[src/rtl/accel_fifo_pkg.sv]
package accel_fifo_pkg;
  localparam int AXIS_W = 12;
  localparam int N_AXES = 3;
  localparam int SMP_W  = AXIS_W * N_AXES;

  typedef enum logic [1:0] {
    ST_RUN   = 2'd0,
    ST_HOLD  = 2'd1,
    ST_DRAIN = 2'd2
  } fifo_state_e;
endpackage

[src/rtl/accel_fifo_store.sv]
module accel_fifo_store #(
  parameter int DEPTH = 32,
  localparam int AW = $clog2(DEPTH)
) (
  input  logic                             clk_i,
  input  logic                             we_i,
  input  logic [AW-1:0]                    waddr_i,
  input  logic [accel_fifo_pkg::SMP_W-1:0] wdata_i,
  input  logic [AW-1:0]                    raddr_i,
  output logic [accel_fifo_pkg::SMP_W-1:0] rdata_o
);
  import accel_fifo_pkg::*;

  // one bank per axis
  for (genvar ax = 0; ax < N_AXES; ax++) begin : g_axis
    logic [AXIS_W-1:0] mem_q [DEPTH];

    always_ff @(posedge clk_i) begin
      if (we_i) mem_q[waddr_i] <= wdata_i[ax*AXIS_W +: AXIS_W];
    end

    assign rdata_o[ax*AXIS_W +: AXIS_W] = mem_q[raddr_i];
  end
endmodule

[src/rtl/accel_fifo_mode.sv]
module accel_fifo_mode #(
  parameter int RATE_W = 3
) (
  input  logic              clk_i,
  input  logic              rst_ni,
  input  logic              flush_req_i,
  input  logic              hold_gate_i,
  input  logic              sleep_i,
  input  logic [RATE_W-1:0] rate_sel_i,
  input  logic              empty_i,
  output logic              run_o,
  output logic              holding_o,
  output logic              draining_o,
  output logic              done_o
);
  import accel_fifo_pkg::*;

  fifo_state_e       state_q, state_d;
  logic [RATE_W-1:0] rate_q;
  logic              sleep_q;
  logic              dom_change, sleep_rise, start;

  assign dom_change = (rate_sel_i != rate_q) || (sleep_i != sleep_q);
  assign sleep_rise = sleep_i && !sleep_q;
  assign start      = flush_req_i || (dom_change && !hold_gate_i);

  always_comb begin
    state_d = state_q;
    unique case (state_q)
      ST_RUN: begin
        if (start)                          state_d = ST_DRAIN;
        else if (hold_gate_i && sleep_rise) state_d = ST_HOLD;
      end
      ST_HOLD:  if (start)   state_d = ST_DRAIN;
      ST_DRAIN: if (empty_i) state_d = ST_RUN;
      default:               state_d = ST_RUN;
    endcase
  end

  always_ff @(posedge clk_i or negedge rst_ni) begin
    if (!rst_ni) begin
      state_q <= ST_RUN;
      rate_q  <= '0;
      sleep_q <= 1'b0;
    end else begin
      state_q <= state_d;
      rate_q  <= rate_sel_i;
      sleep_q <= sleep_i;
    end
  end

  assign run_o      = (state_q == ST_RUN);
  assign holding_o  = (state_q == ST_HOLD);
  assign draining_o = (state_q == ST_DRAIN);
  assign done_o     = draining_o && empty_i;

  assert_host_flush_R6: assert property (@(posedge clk_i) disable iff (!rst_ni)
    (state_q != ST_DRAIN && flush_req_i) |=> state_q == ST_DRAIN);

  assert_gate_blocks_auto_R9: assert property (@(posedge clk_i) disable iff (!rst_ni)
    (hold_gate_i && !flush_req_i && state_q != ST_DRAIN) |=> state_q != ST_DRAIN);
endmodule

[src/rtl/accel_fifo_ptrs.sv]
module accel_fifo_ptrs #(
  parameter int DEPTH = 32,
  localparam int AW = $clog2(DEPTH),
  localparam int CW = $clog2(DEPTH + 1)
) (
  input  logic          clk_i,
  input  logic          rst_ni,
  input  logic          circ_mode_i,
  input  logic          smp_valid_i,
  input  logic          pop_i,
  input  logic          run_i,
  input  logic          draining_i,
  input  logic          ovf_i,
  output logic          we_o,
  output logic [AW-1:0] waddr_o,
  output logic [AW-1:0] raddr_o,
  output logic [CW-1:0] count_o,
  output logic [CW-1:0] count_d_o,
  output logic          push_acc_o,
  output logic          drop_evt_o,
  output logic          empty_o
);
  logic [AW-1:0] wr_q, rd_q;
  logic [CW-1:0] count_q, count_d;
  logic full, empty, blocked, push_acc, pop_acc, drain_step, dec, ovw;

  assign full       = (count_q == CW'(DEPTH));
  assign empty      = (count_q == '0);
  assign blocked    = !run_i || (!circ_mode_i && (ovf_i || full));
  assign push_acc   = smp_valid_i && !blocked;
  assign pop_acc    = pop_i && !empty && !draining_i;
  assign drain_step = draining_i && !empty;
  assign dec        = pop_acc || drain_step;
  assign ovw        = push_acc && full && !dec;   // circular overwrite of oldest

  always_comb begin
    count_d = count_q;
    if (push_acc && !dec && !full) count_d = count_q + 1'b1;
    else if (!push_acc && dec)     count_d = count_q - 1'b1;
  end

  always_ff @(posedge clk_i or negedge rst_ni) begin
    if (!rst_ni) begin
      wr_q    <= '0;
      rd_q    <= '0;
      count_q <= '0;
    end else begin
      if (push_acc)   wr_q <= wr_q + 1'b1;
      if (dec || ovw) rd_q <= rd_q + 1'b1;
      count_q <= count_d;
    end
  end

  assign we_o       = push_acc;
  assign waddr_o    = wr_q;
  assign raddr_o    = rd_q;
  assign count_o    = count_q;
  assign count_d_o  = count_d;
  assign push_acc_o = push_acc;
  assign drop_evt_o = smp_valid_i && blocked && !draining_i;
  assign empty_o    = empty;

  assert_count_bound_R4: assert property (@(posedge clk_i) disable iff (!rst_ni)
    count_q <= CW'(DEPTH));

  assert_pushpop_hold_R10: assert property (@(posedge clk_i) disable iff (!rst_ni)
    (push_acc && pop_acc) |=> count_q == $past(count_q));

  assert_drain_no_grow_R7: assert property (@(posedge clk_i) disable iff (!rst_ni)
    draining_i |=> count_q <= $past(count_q));

  assert_fill_locked_R3: assert property (@(posedge clk_i) disable iff (!rst_ni)
    (!circ_mode_i && ovf_i) |=> count_q <= $past(count_q));
endmodule

[src/rtl/accel_fifo_status.sv]
module accel_fifo_status #(
  parameter int DEPTH  = 32,
  parameter int DROP_W = 8,
  localparam int CW = $clog2(DEPTH + 1)
) (
  input  logic              clk_i,
  input  logic              rst_ni,
  input  logic [CW-1:0]     wm_level_i,
  input  logic [CW-1:0]     count_d_i,
  input  logic              push_acc_i,
  input  logic              drop_evt_i,
  input  logic              done_i,
  output logic              wm_o,
  output logic              ovf_o,
  output logic [DROP_W-1:0] drop_o
);
  localparam logic [DROP_W-1:0] DROP_MAX = '1;

  logic              wm_q, ovf_q;
  logic [DROP_W-1:0] drop_q;

  always_ff @(posedge clk_i or negedge rst_ni) begin
    if (!rst_ni) begin
      wm_q   <= 1'b0;
      ovf_q  <= 1'b0;
      drop_q <= '0;
    end else if (done_i) begin
      wm_q   <= 1'b0;
      ovf_q  <= 1'b0;
      drop_q <= '0;
    end else begin
      if (wm_level_i != '0 && count_d_i >= wm_level_i)  wm_q  <= 1'b1;
      if (push_acc_i && count_d_i == CW'(DEPTH))        ovf_q <= 1'b1;
      if (drop_evt_i && drop_q != DROP_MAX)             drop_q <= drop_q + 1'b1;
    end
  end

  assign wm_o   = wm_q;
  assign ovf_o  = ovf_q;
  assign drop_o = drop_q;

  assert_drop_saturate_R11: assert property (@(posedge clk_i) disable iff (!rst_ni)
    (drop_q == DROP_MAX && !done_i) |=> drop_q == DROP_MAX);

  assert_flags_clear_R6: assert property (@(posedge clk_i) disable iff (!rst_ni)
    done_i |=> (!ovf_q && !wm_q && drop_q == '0));
endmodule

[src/rtl/accel_sample_fifo.sv]
module accel_sample_fifo #(
  parameter int DEPTH  = 32,
  parameter int RATE_W = 3,
  parameter int DROP_W = 8,
  localparam int AW = $clog2(DEPTH),
  localparam int CW = $clog2(DEPTH + 1)
) (
  input  logic                             clk_i,
  input  logic                             rst_ni,
  input  logic                             circ_mode_i,
  input  logic [CW-1:0]                    wm_level_i,
  input  logic                             hold_gate_i,
  input  logic                             sleep_i,
  input  logic [RATE_W-1:0]                rate_sel_i,
  input  logic                             flush_req_i,
  input  logic                             smp_valid_i,
  input  logic [accel_fifo_pkg::SMP_W-1:0] smp_data_i,
  input  logic                             pop_i,
  output logic [accel_fifo_pkg::SMP_W-1:0] pop_data_o,
  output logic                             empty_o,
  output logic [CW-1:0]                    count_o,
  output logic                             wm_flag_o,
  output logic                             ovf_flag_o,
  output logic [DROP_W-1:0]                drop_cnt_o,
  output logic                             flushing_o,
  output logic                             holding_o
);
  logic          run, draining, done, empty, we, push_acc, drop_evt, ovf;
  logic [AW-1:0] waddr, raddr;
  logic [CW-1:0] count_d;

  accel_fifo_mode #(.RATE_W(RATE_W)) u_mode (
    .clk_i      (clk_i),
    .rst_ni     (rst_ni),
    .flush_req_i(flush_req_i),
    .hold_gate_i(hold_gate_i),
    .sleep_i    (sleep_i),
    .rate_sel_i (rate_sel_i),
    .empty_i    (empty),
    .run_o      (run),
    .holding_o  (holding_o),
    .draining_o (draining),
    .done_o     (done)
  );

  accel_fifo_ptrs #(.DEPTH(DEPTH)) u_ptrs (
    .clk_i      (clk_i),
    .rst_ni     (rst_ni),
    .circ_mode_i(circ_mode_i),
    .smp_valid_i(smp_valid_i),
    .pop_i      (pop_i),
    .run_i      (run),
    .draining_i (draining),
    .ovf_i      (ovf),
    .we_o       (we),
    .waddr_o    (waddr),
    .raddr_o    (raddr),
    .count_o    (count_o),
    .count_d_o  (count_d),
    .push_acc_o (push_acc),
    .drop_evt_o (drop_evt),
    .empty_o    (empty)
  );

  accel_fifo_store #(.DEPTH(DEPTH)) u_store (
    .clk_i  (clk_i),
    .we_i   (we),
    .waddr_i(waddr),
    .wdata_i(smp_data_i),
    .raddr_i(raddr),
    .rdata_o(pop_data_o)
  );

  accel_fifo_status #(.DEPTH(DEPTH), .DROP_W(DROP_W)) u_status (
    .clk_i     (clk_i),
    .rst_ni    (rst_ni),
    .wm_level_i(wm_level_i),
    .count_d_i (count_d),
    .push_acc_i(push_acc),
    .drop_evt_i(drop_evt),
    .done_i    (done),
    .wm_o      (wm_flag_o),
    .ovf_o     (ovf),
    .drop_o    (drop_cnt_o)
  );

  assign ovf_flag_o = ovf;
  assign empty_o    = empty;
  assign flushing_o = draining;
endmodule

[config.mk]
export PLATFORM = sky130hd
export DESIGN_NAME = accel_sample_fifo
export DESIGN_NICKNAME = d
export VERILOG_FILES = /design/src/rtl/accel_fifo_pkg.sv /design/src/rtl/accel_fifo_store.sv /design/src/rtl/accel_fifo_mode.sv /design/src/rtl/accel_fifo_ptrs.sv /design/src/rtl/accel_fifo_status.sv /design/src/rtl/accel_sample_fifo.sv
export SDC_FILE = /design/constraint.sdc
export NUM_CORES = 1
export LEC_CHECK = 0
export BUFFER_PORTS_ARGS = -buffer_cell sky130_fd_sc_hd__buf_2
export CORE_UTILIZATION = 50
export DETAILED_ROUTE_END_ITERATION = 8
export PLACE_DENSITY = 0.73
export SLEW_MARGIN = 20
export SYNTH_ARGS = -nofsm -noshare
export SYNTH_HDL_FRONTEND = slang
export SYNTH_HIERARCHICAL = 1
export SYNTH_SLANG_ARGS = --single-unit
[constraint.sdc]
create_clock -name clk_i -period 4.83 [get_ports clk_i]
set_input_delay 0.7245 -clock clk_i [delete_from_list [all_inputs] [get_ports clk_i]]
set_output_delay 0.7245 -clock clk_i [all_outputs]
set_load 0.02 [all_outputs]
# Yosys cells after proc, flatten, opt, wreduce, memory -nomap -nowiden
# Memories as Yosys holds them, arrays and structs flattened.
# Cells that the tools add are included.
# totals
reg_bits,32
ram_bits,1152
in_bits,53
output_inout_bits,55
word_cells,85
memories,3
# memory_table
memory,depth,word_bits,read_ports,rd_clocked_by_memory_dff,write_ports,line,source
u_store.g_axis[0].mem_q,32,12,1,0,1,accel_fifo_store.sv:16,logic [AXIS_W-1:0] mem_q [DEPTH];
u_store.g_axis[1].mem_q,32,12,1,0,1,accel_fifo_store.sv:16,
u_store.g_axis[2].mem_q,32,12,1,0,1,accel_fifo_store.sv:16,
# classes
add_sub_neg,5
magnitude_cmp,1
eq_ne,10
mux,15
reduce_logical,42
# ops
cell,n
$logic_and 1x1->1,19
$mux 8,2
$eq 6x6->1 const B,2
$mux 6,2
$add 5x1->5 const B,2
$logic_not 1->1,10
$add 8x1->8 const B,1
$mux 2,4
$ne 8x8->1 const B,1
$add 6x1->6 const B,1
$ge 6x6->1,1
$logic_not 6->1,1
$logic_or 1x1->1,6
$mux 1,6
$pmux 2 s3,1
$reduce_bool 2->1,3
$reduce_bool 6->1,1
$sub 6x1->6 const B,1
$ne 2x1->1 const B,2
$ne 3x3->1,1
$ne 3x3->1 const B,1
$reduce_and 3->1,1
$eq 2x1->1 const B,1
$eq 2x2->1 const B,1
other kinds (2),2

# Logic depth before layout (Yosys ltp)
# Gate-level depths: netlist (run 1).
# depth
ltp_word,14
mapped_depth,12
mapped_depth_nobuf,12

# Cells and area by module
# Netlist (run 1), hierarchy kept.
# by_module_without_submodules
module,instances,cells_per_inst,area_per_inst_um2,seq_area_each_um2
accel_fifo_store,1,2501,44873.0,34593.2
accel_fifo_ptrs,1,80,904.6,400.4
accel_fifo_status,1,74,718.2,250.2
accel_fifo_mode,1,23,279.0,150.1

# Least setup slack after synthesis (run 1)
# OpenSTA, ideal clock, no wires.
# synth_timing
path_type,register to register
from,"reg u_ptrs.count_q[0], in the netlist u_ptrs/count_o[0]"
to,mem u_store.g_axis[0].mem_q[28][0] (enable)
setup_time_ps,429
t_arrival_ps,3853
required_time_ps,4401
slack_ps,548
path_stages_with_launch,11
n_path_buf,3
synth_period_minus_slack_ps,4282
path_cell_list,dfrtp_1 > inv_1 > ha_1 > nor4b_2 > a21oi_1 > o21ba_2 > clkbuf_1 > buf_4 > or3b_2 > clkbuf_1 > nor2_1
# synth_via
elab_chain_len,8
# synth_rtl
item,line,source
start: declaration,accel_fifo_ptrs.sv:24,"logic [CW-1:0] count_q, count_d;"
start signal: assignment,accel_fifo_ptrs.sv:50,count_q <= count_d;
$eq 6x6->1,accel_fifo_ptrs.sv:27,assign full = (count_q == CW'(DEPTH));
$logic_or 1x1->1,accel_fifo_ptrs.sv:29,assign blocked = !run_i || (!circ_mode_i && (ovf_i || full));
$logic_and 1x1->1,accel_fifo_ptrs.sv:29,
$logic_or 1x1->1,accel_fifo_ptrs.sv:29,
$logic_not 1->1,accel_fifo_ptrs.sv:30,assign push_acc = smp_valid_i && !blocked;
$logic_and 1x1->1,accel_fifo_ptrs.sv:30,
net push_acc,accel_sample_fifo.sv:28,"logic run, draining, done, empty, we, push_acc, drop_evt, ovf;"
$mux 1,accel_fifo_store.sv:19,if (we_i) mem_q[waddr_i] <= wdata_i[ax*AXIS_W +: AXIS_W];
$mux 1 (implied by the code),accel_fifo_store.sv:19,
end: declaration,accel_fifo_store.sv:16,
# The timed path passes the listed nets, and every way through them passes these cells.

# Worst setup path after layout (run 1)
# layout_timing
from,"reg u_ptrs.rd_q[0], in the netlist u_ptrs/raddr_o[0]"
to,out pop_data_o[10] (netlist name)
# layout_via
elab_chain_len,1
# layout_rtl
item,line,source
start: declaration,accel_fifo_ptrs.sv:23,"logic [AW-1:0] wr_q, rd_q;"
start signal: assignment,accel_fifo_ptrs.sv:49,if (dec || ovw) rd_q <= rd_q + 1'b1;
$mem_v2 32x12,-,
end: declaration,accel_sample_fifo.sv:19,"output logic [accel_fifo_pkg::SMP_W-1:0] pop_data_o,"
# No other way between the ends.

==> results of run 1 <==
==> critical path: stages (launching register included) <==
cell	delay [ns]
dfrtp_4	0.67
buf_12	0.29
buf_12	0.34
buf_4	0.52
mux2i_1	0.16
a22oi_1	0.21
nand3_1	0.18
nand3_1	0.18
buf_2	0.19
==> stage by stage <==
| stage | worst slack (ns) | utilization [%] | cells | total power, mW |
|---|---|---|---|---|
| after global routing | 0.450 | 57.1 | 4172 | 30.4 |
| after CTS | 0.616 | 57.1 | 4172 | 29.5 |
| after floorplan | 0.548 | - | 2678 | 18.0 |
| final | 0.596 | 57.1 | 4173 | 29.4 |
| after detailed placement | 1.19 | 53.2 | 3965 | 20.9 |
| after global placement | 1.28 | 53.2 | 3965 | 20.8 |
==> metal layers <==
layer,up-vias,part of all wire [%],GRT usage [%]
li1,10900,-,-
met1,13200,41,32.5
met2,1150,49,38.5
met3,185,7.9,3.85
met4,2,2.9,7.68
met5,-,0.015,0
==> cells in the final DEF, fill, tap and decap left out, types with 3 or more instances in the layout <==
| cell type | instances |
|---|---|
| a21oi_1 | 116 |
| a22o_1 | 73 |
| a22oi_1 | 109 |
| a31oi_1 | 37 |
| a41oi_1 | 3 |
| buf_12 | 17 |
| buf_2 | 107 |
| buf_4 | 68 |
| bufinv_16 | 12 |
| clkbuf_1 | 27 |
| clkbuf_16 | 113 |
| clkinv_1 | 32 |
| clkinv_2 | 12 |
| dfrtp_1 | 31 |
| edfxtp_1 | 1152 |
| ha_1 | 13 |
| inv_1 | 11 |
| inv_6 | 6 |
| mux2_2 | 5 |
| mux2i_1 | 578 |
| nand2_1 | 116 |
| nand2b_1 | 3 |
| nand3_1 | 113 |
| nand3b_1 | 5 |
| nand4_1 | 7 |
| nor2_1 | 11 |
| nor2_4 | 33 |
| nor2b_1 | 5 |
| nor3_1 | 42 |
| nor4_1 | 3 |
| or3b_2 | 3 |
| xnor2_1 | 14 |
==> power by group through the flow <==
stage	clock (mW)	combinational, mW	sequential, mW
after floorplan	0	6.26	11.8
after global placement	0	8.98	11.8
after detailed placement	0	9.11	11.8
after CTS	8.72	9.16	11.6
after global routing	9.10	9.70	11.6
final	8.60	9.18	11.6
==> cell families (layout without fill, tap and decap cells) <==
family | after synthesis | count (layout) | synth area share, %
buf+inv | 159 | 410 | 2.14
simple gates | 365 | 365 | 3.75
other cells | 0 | 1 | 0
xor+xnor | 16 | 16 | 0.300
fa+ha+maj | 13 | 13 | 0.348
flops | 1184 | 1184 | 75.7
compound gates | 358 | 358 | 5.30
mux | 583 | 583 | 12.5
==> path summary, 6_finish.rpt <==
kind | slack [ns] | end
setup / recovery | 0.60 | pop_data_o[10]
hold / removal | 0.11 | u_status/drop_o[0]
setup reg to reg | 1.15 | u_store/g_axis[1].mem_q[24][6]
hold reg to reg | 0.56 | u_mode/state_q[0]
max in group asynchronous | 4.17 | u_ptrs/raddr_o[0]
min in group clk_i | 0.18 | u_mode/rate_q[1]
==> registers in the layout, indices dropped and copies added, names as in the netlist <==
register	flops
u_mode/sleep_q	1
u_mode/state_q	2
u_ptrs/waddr_o	5
u_status/wm_o	1
u_mode/rate_q	3
u_ptrs/count_o	6
u_store/g_axis.mem_q	1152
u_status/drop_o	8
u_ptrs/raddr_o	5
u_status/ovf_o	1
==> cell type report <==
| class | count | share of cell area (%) |
|---|---|---|
| Clock buffer | 140 | 5.57 |
| Timing Repair Buffer | 192 | 2.63 |
| Clock inverter | 67 | 1.26 |
| Multi-Input combinational cell | 1335 | 20.2 |
| Tap cell | 1243 | 2.96 |
| Inverter | 11 | 0.0785 |
| Antenna cell | 1 | 0.00475 |
| Sequential cell | 1184 | 67.3 |
==> results.ini, run 1 <==
[sta]
drv_slew=0
tns_ns=0
whs_ns=0.111
setup_violations=0
rsz0062_at_grt=false
fmax_mhz=236
fin_crit_sh_pct=87.7
finalHoldViolations=0
worstMarginPinSlew_ns=1.13
finClkSkew_ns=0.0243
slew_headroom_pct=24.9
fin_crit_ns=4.23

[yosys]
synth_edf_count=1152
ys_types=63
avgSynthCellArea_um2=17.5
ys_top_cells_by_count=edfxtp_1 (1152), mux2i_1 (578), nand2_1 (117)
syn_nets=2744
ys_async_sr_fraction_pct=2.70
yosys_warnings=6
post-synth-top-area-fraction_pct=74.0
synth_area_um2=46800
yosys-top-cells-area=edfxtp_1 (74%), mux2i_1 (12%), a22oi_1 (1.7%), dfrtp_1 (1.7%), a22o_1 (1.4%)
yosysMostFrequentCell=edfxtp_1
yosysSeqAreaShare_pct=75.7
yosys.area.top_type=edfxtp_1
synth-main-ff-cell=edfxtp_1
synthCells=2678
ys_ff_latch=1184

[setup_path]
crit_type=reg2out
cp_max_fo=51
rr_worst_depth=8
cp-end-kind=output port
crit_arrival_ns=3.51
start_kind=register
required_ns=4.11
worstSetupStartpoint=u_ptrs/raddr_o[0]
r2r_start=u_ptrs/count_o[0]

[global_route]
grt_usage_pct=23.6
grt_pass1_vias=25400
overflow=0
grt_max_degree=73
antenna_found_initial=1
grt_first_pass_wirelength_um=165000

[floorplanning]
pin_count=108
num_rows=111
dieArea_um2=94800
start_util_pct=50.7
die_h_um=308
core_area_um2=92200
chipWidth_um=308

[clock_tree]
htreeDepth=3
worstSkewPairLatency_ns=0.67
cts_sinks=1184
cts_hold_buf=0
ctsResizeCount=0
post_cts_buffers=0
cts_buffer_depth=3
tritoncts.num_buffers=112
clk_pin_slew_ns=0.06
cts-root-buf=clkbuf_16
cts_tree=done

[placement]
place_area_um2=49000
portBuffers=107
hpwl_um=64800
gp_congestion=0.830

[finish]
fillers=6826
final_nets=2902
final_layout_size_suffix_gt1_share_pct=13.7
seqCellArea_um2=35400
design_area_um2=52600
layout-area-overhead-vs-synth_pct=12.5
multiInputGateArea_um2=10700

[pwr]
powerDensity_nw_per_um2=559
internal_power_mw=19.6
p_switching_mw=9.78
p_leak_nw=18.4
vdd_drop_max_mv=0.375
p_seq_share_pct=39.5
clockPowerShare_pct=29.3
netSwitchingFraction_pct=33.3
power_frac_comb_pct=31.2

[routing]
dr.pass1.iters=6
vias_per_cell=6.09
via_count=25400
drt_iter0_markers=2671
wl_per_cell_um=26.7
antenna_left=0
drc=0
wirelength_um=111000

[run]
maxCapViolations=0

[worst_hold_path]
worstHoldPathType=in2async

[status]
status=finished clean

No activity file was read; power rests on OpenSTA's default activity.
==> run 2: changes to the inputs <==
CAP_MARGIN = 10   (was unset)
RECOVER_POWER = 50   (was unset)
REMOVE_ABC_BUFFERS = 1   (was unset)
==> run 2 against run 1 <==
  * Power down 1.1%
  * Final cell count is 0.46% lower
  * Combinational power down 2%
  * Largest power group unchanged
  * Die area unchanged
  * Non-clock buffer count down 13
  * The flow now finishes with violations (max-capacitance violations, max-slew violations)
==> results.ini, run 2 (synthesis results as in run 1) <==
[status]
status=complete, but fails checks
violations=max-capacitance violations, max-slew violations

[clock_tree]
ctsResizeCount=0  ; unchanged
clk_pin_slew_ns=0.06  ; about the same
htreeDepth=3  ; unchanged
cts-root-buf=clkbuf_16
cts_hold_buf=0  ; unchanged
cts_sinks=1184  ; unchanged
post_cts_buffers=0  ; unchanged
tritoncts.num_buffers=111  ; -0.89%
cts_buffer_depth=3  ; unchanged
cts_tree=done
worstSkewPairLatency_ns=0.69  ; +0.02 ns

[pwr]
p_leak_nw=18.2  ; -1.2%
powerDensity_nw_per_um2=553  ; -0.97%
total_power_mw=29.1  ; -1.1%
vdd_drop_max_mv=0.477  ; +27%

[setup_path]
reg2reg_slack_ns=0.96  ; -0.19 ns
crit_arrival_ns=3.37  ; -0.14 ns
worstSetupStartpoint=u_ptrs/raddr_o[0]
cp-end-kind=output port
r2r_start=u_ptrs/count_o[0]
required_ns=4.11  ; about the same
start_kind=register
cp_max_fo=54  ; +5.9%
crit_type=reg2out

[finish]
largest_reg_flops=1152  ; unchanged
top_register=u_store/g_axis.mem_q
fillers=6869  ; +0.63%
layout-area-overhead-vs-synth_pct=12.4
final_layout_size_suffix_gt1_share_pct=11.3  ; -2.4 points
final_nets=2888  ; -0.48%
final_util_pct=57.0  ; -0.084 points
design_area_um2=52600  ; -0.15%
layout_common_cells=edfxtp_1 (1152), mux2i_1 (578), nand2_1 (116), a21oi_1 (116)
antennaDiodeCount=0  ; -1
layout_commonest_cell=edfxtp_1
instances_no_fill=4154  ; -0.46%

[placement]
gp_congestion=0.871  ; +4.9%
hpwl_um=62300  ; -3.8%
place_inst=3952  ; -0.33%
place_area_um2=49100  ; +0.18%
portBuffers=107  ; unchanged

[routing]
wirelength_um=107000  ; -3.9%
via_count=24800  ; -2.4%
drc=0  ; unchanged
vias_per_cell=5.98  ; -1.9%
dr.pass1.iters=7  ; +1
antenna_left=0  ; unchanged
drt_iter0_markers=2380  ; -11%
wl_per_cell_um=25.8  ; -3.5%

[global_route]
grt_first_pass_wirelength_um=158000  ; -4.0%
grtUsageMet1_pct=31.2  ; -1.3 points
overflow=0  ; unchanged
antenna_found_initial=4  ; +3
grt_use_met2_pct=37.1  ; -1.4 points
grt_pass1_vias=24800  ; -2.5%
grt_max_degree=80  ; +9.6%
grt.met3_usage_pct=3.26  ; -0.58 points
grt-busiest-layer=met2
grt_usage_pct=22.5  ; -1.1 points

[sta]
whs_ns=0.212  ; +0.101 ns
finalHoldViolations=0  ; unchanged
fmax_mhz=244  ; +3.4%
setup_violations=0  ; unchanged
fin_crit_ns=4.10  ; -0.138 ns
worstMarginPinSlew_ns=1.78  ; +0.658 ns
fin_crit_sh_pct=84.8  ; -2.8 points
drv_slew=626  ; +626
rsz0062_at_grt=false
finClkSkew_ns=0.0401  ; +0.0158 ns
slew_headroom_pct=-19.0  ; -44 points

[floorplanning]
dieArea_um2=94800  ; unchanged
die_h_um=308  ; unchanged
chipWidth_um=308  ; unchanged
pin_count=108  ; unchanged
num_rows=111  ; unchanged
core_area_um2=92200  ; unchanged
start_util_pct=50.7  ; unchanged

[run]
maxCapViolations=19  ; +19

[worst_hold_path]
min-delay-start=sleep_i
worstHoldPathType=in2reg

==> run 2: metrics by stage <==
step	setup WS, ns	setup TNS [ns]
after global routing	0.614	0
after global placement	1.22	0
after CTS	0.683	0
after floorplan	-14.79	-602.81
final	0.733	0
after detailed placement	1.14	0
==> run 2: critical path: stages (launching register included) <==
cell and delay, ns:
dfrtp_4 0.81, buf_12 0.41, buf_4 0.28, mux2i_1 0.22, a22o_1 0.16, nor3_1 0.05
a31oi_1 0.32, nand3_1 0.17, buf_2 0.20
==> run 2: final timing paths <==
kind	cells after the start	endpoint
min	1	u_mode/sleep_q
max reg2reg	8	u_store/g_axis[2].mem_q[28][2]
max in group asynchronous	1	u_ptrs/raddr_o[0]
max	8	pop_data_o[6]
min reg2reg	1	u_mode/state_q[1]
min in group asynchronous	1	u_ptrs/waddr_o[0]
==> run 2: layout make-up <==
type	count	area [µm²]	share of cell area [%]
Inverter	11	41.3	0.0786
Sequential cell	1184	35400	67.4
Clock inverter	67	606	1.15
Multi-Input combinational cell	1335	10600	20.2
Tap cell	1243	1560	2.96
Timing Repair Buffer	179	1410	2.67
Clock buffer	135	2920	5.56
==> run 2: report_power, final <==
group	total [mW]	switching [mW]	leakage [nW]	internal, mW
combinational	9.01	5.75	5.73	3.26
clock	8.41	3.64	1.71	4.77
sequential	11.6	0.247	10.7	11.4
total	29.1	9.63	18.2	19.4
==> run 2: routing by layer <==
metal	up-vias	wire length [µm]
li1	10900	-
met1	12600	43600
met2	1142	52300
met3	179	7950
met4	4	3160
met5	-	31
==> run 3: changes to the inputs <==
PLACE_DENSITY = 0.76   (was 0.73)
clock period = 3.6 ns   (was 4.83 ns; I/O delays follow)
==> run 3 against run 2 <==
  * The run still ends with max-capacitance violations, max-slew violations left
  * Die area unchanged
  * Worst hold slack worse by 0.086 ns
  * Cell area rose by 1.5%
  * Critical path depth stayed put
  * Count of clock-buffer cells in the layout down 2
  * Worst setup slack got worse by 0.69 ns
  * Final cell count up 1.3%
  * Power up 36%
  * Clock skew rose by 0.0029 ns
  * Combinational power increased by 35%
  * First-iteration DRC count rose by 15%
  * Core utilization up 0.87 points
  * Critical endpoint is now pop_data_o[8]
  * Largest cell class unchanged
  * Highest routed layer unchanged
==> results.ini, run 3 (synthesis results as in run 1) <==
[sta]
finClkSkew_ns=0.0430  ; +0.00289 ns
setup_violations=0  ; unchanged
fin_crit_sh_pct=98.7
drv_slew=33  ; -95%
worstMarginPinSlew_ns=1.89  ; +0.103 ns
finalWorstSetupSlack_ns=0.0465  ; -0.687 ns
fmax_mhz=281
fin_crit_ns=3.55
slew_headroom_pct=-25.8  ; -6.8 points
finalHoldViolations=0  ; unchanged
rsz0062_at_grt=true

[global_route]
antenna_found_initial=8  ; +4
grt_max_degree=83  ; +3.8%
grt_first_pass_wirelength_um=160000  ; +1.3%
grt_usage_pct=22.9  ; +0.38 points
overflow=0  ; unchanged
grt_pass1_vias=25600  ; +3.3%

[clock_tree]
cts_tree=done
htreeDepth=3  ; unchanged
cts_buffer_depth=3  ; unchanged
cts_sinks=1184  ; unchanged
cts-root-buf=clkbuf_16
tritoncts.num_buffers=113  ; +1.8%
clk_pin_slew_ns=0.06  ; about the same
worstSkewPairLatency_ns=0.70  ; about the same

[pwr]
powerDensity_nw_per_um2=743  ; +34%
power_frac_comb_pct=30.8  ; -0.2 points
p_switching_mw=12.9  ; +34%
total_power_mw=39.6  ; +36%
vdd_drop_max_mv=0.609  ; +28%
netSwitchingFraction_pct=32.5  ; -0.67 points
p_seq_share_pct=39.3  ; -0.8 points
clockPowerShare_pct=29.9  ; +1.0 points
internal_power_mw=26.8  ; +38%
p_leak_nw=18.6  ; +2.3%

[routing]
via_count=25400  ; +2.2%
vias_per_cell=6.03  ; +0.83%
wl_per_cell_um=26.0  ; +0.84%
drt_iter0_markers=2731  ; +15%
wirelength_um=109000  ; +2.2%
dr.pass1.iters=6  ; -1
drc=0  ; unchanged
antenna_left=0  ; unchanged

[setup_path]
cp-end-kind=output port
worstSetupStartpoint=u_ptrs/raddr_o[0]
r2r_start=u_ptrs/count_o[0]
max_stage_delay_ns=0.54  ; -0.27 ns
r2r-end=u_status/wm_o
crit_family=buffers and inverters
reg2reg_slack_ns=0.32  ; -0.64 ns
start_kind=register
cp_max_fo=39  ; -28%
crit_type=reg2out
setup.worst_path.end=pop_data_o[8]
cp_slowest_cell=dfrtp_4
cp.depth=8  ; unchanged
cp_num_buf_inv=3  ; unchanged
crit_arrival_ns=3.01  ; -0.36 ns
crit_chain=buf_12 > buf_4 > mux2i_1 > a22o_1 > nor3_1 > a31oi_1 > nand3_1 > buf_2
rr_worst_depth=12  ; +4
required_ns=3.06  ; -1.05 ns

[placement]
post-place-ws_ns=0.376  ; -0.767 ns
hpwl_um=58800  ; -5.6%
gp_congestion=0.826  ; -5.2%
portBuffers=107  ; unchanged

[floorplanning]
die_h_um=308  ; unchanged
num_rows=111  ; unchanged
chipWidth_um=308  ; unchanged
core_area_um2=92200  ; unchanged
pin_count=108  ; unchanged
start_util_pct=50.7  ; unchanged
dieArea_um2=94800  ; unchanged

[finish]
fillers=6705  ; -2.4%
largest_reg_flops=1152  ; unchanged
final_nets=2934  ; +1.6%
final_util_pct=57.9  ; +0.87 points
top_register=u_store/g_axis.mem_q
antennaDiodeCount=0  ; unchanged
seqCellArea_um2=35400  ; about the same
layout_common_cells=edfxtp_1 (1152), mux2i_1 (578), nand2_1 (116), a21oi_1 (116), clkbuf_16 (115)
final_layout_size_suffix_gt1_share_pct=13.3  ; +1.9 points
layout_commonest_cell=edfxtp_1
multiInputGateArea_um2=10700  ; +0.34%
layout-area-overhead-vs-synth_pct=14.1

[worst_hold_path]
min-delay-start=hold_gate_i
worstHoldPathType=in2reg

[run]
maxCapViolations=1  ; -18

[status]
violations=max-capacitance violations, max-slew violations
status=complete, but fails checks

## run 3: cell type report
class / instances / share of cell area, %
well taps: 1243 / 2.92
clock inverters: 81 / 1.58
inverters: 11 / 0.0774
repair buffers: 222 / 3.61
clock buffers: 133 / 5.48
multi-input cells: 1336 / 20.0
flip-flops and latches: 1184 / 66.4
## run 3: worst min-delay path: stages
cell     delay (ns)
buf_2          0.09
a41o_1         0.10
o21ai_2        0.05
## run 3: how the worst min path moves through the flow
| stage | to | slack, ns | cells after the start |
|---|---|---|---|
| 3_3_place_gp | u_mode/state_q[0] | 0.54 | 1 |
| 6_report | u_mode/state_q[1] | 0.13 | 3 |
| 4_1_cts | u_mode/state_q[1] | 0.09 | 3 |
| 5_1_grt | u_mode/state_q[1] | 0.12 | 3 |
| 2_1_floorplan | u_mode/rate_q[0] | 0.24 | 0 |
| 3_5_place_dp | u_ptrs/waddr_o[0] | 0.56 | 1 |
## run 3: per-layer routing
metal  vias to the layer above  routed length, µm  track usage (%)  part of all wire, %
met4                        10               3000             7.14                  2.7
li1                      11000                  -                -                    -
met1                     13000              43100             31.0                   39
met3                       219               9800             4.37                  9.0
met5                         -                 64                0                0.058
met2                      1168              53500             37.7                   49
## run 3: power groups by stage
stage	clock network, mW	logic, mW	registers, mW
floorplan	0	5.93	16.0
global placement	0	11.5	15.8
detailed placement	0	11.7	15.8
CTS	12.0	12.1	15.5
global route	12.5	12.9	15.6
finish	11.9	12.2	15.6
## run 3: through the flow
stage	TNS (ns)	instances	hold slack [ns]	cell area [µm²]
after floorplan	-791.17	2530	0.244	45800
after global placement	0	3982	0.541	49400
after detailed placement	0	3982	0.564	49400
after CTS	0	4207	0.0881	53300
after global routing	-0.130	4210	0.120	53300
final	0	4210	0.126	53300
## run 3: timing repair
item,4_1_cts,5_1_grt
gates resized for setup,5,10
endpoints found under the hold margin,37,0
setup endpoints to repair,10,21
buffers inserted,2,1
pin swaps,1,1
gates cloned,3,2
hold buffers,6,0
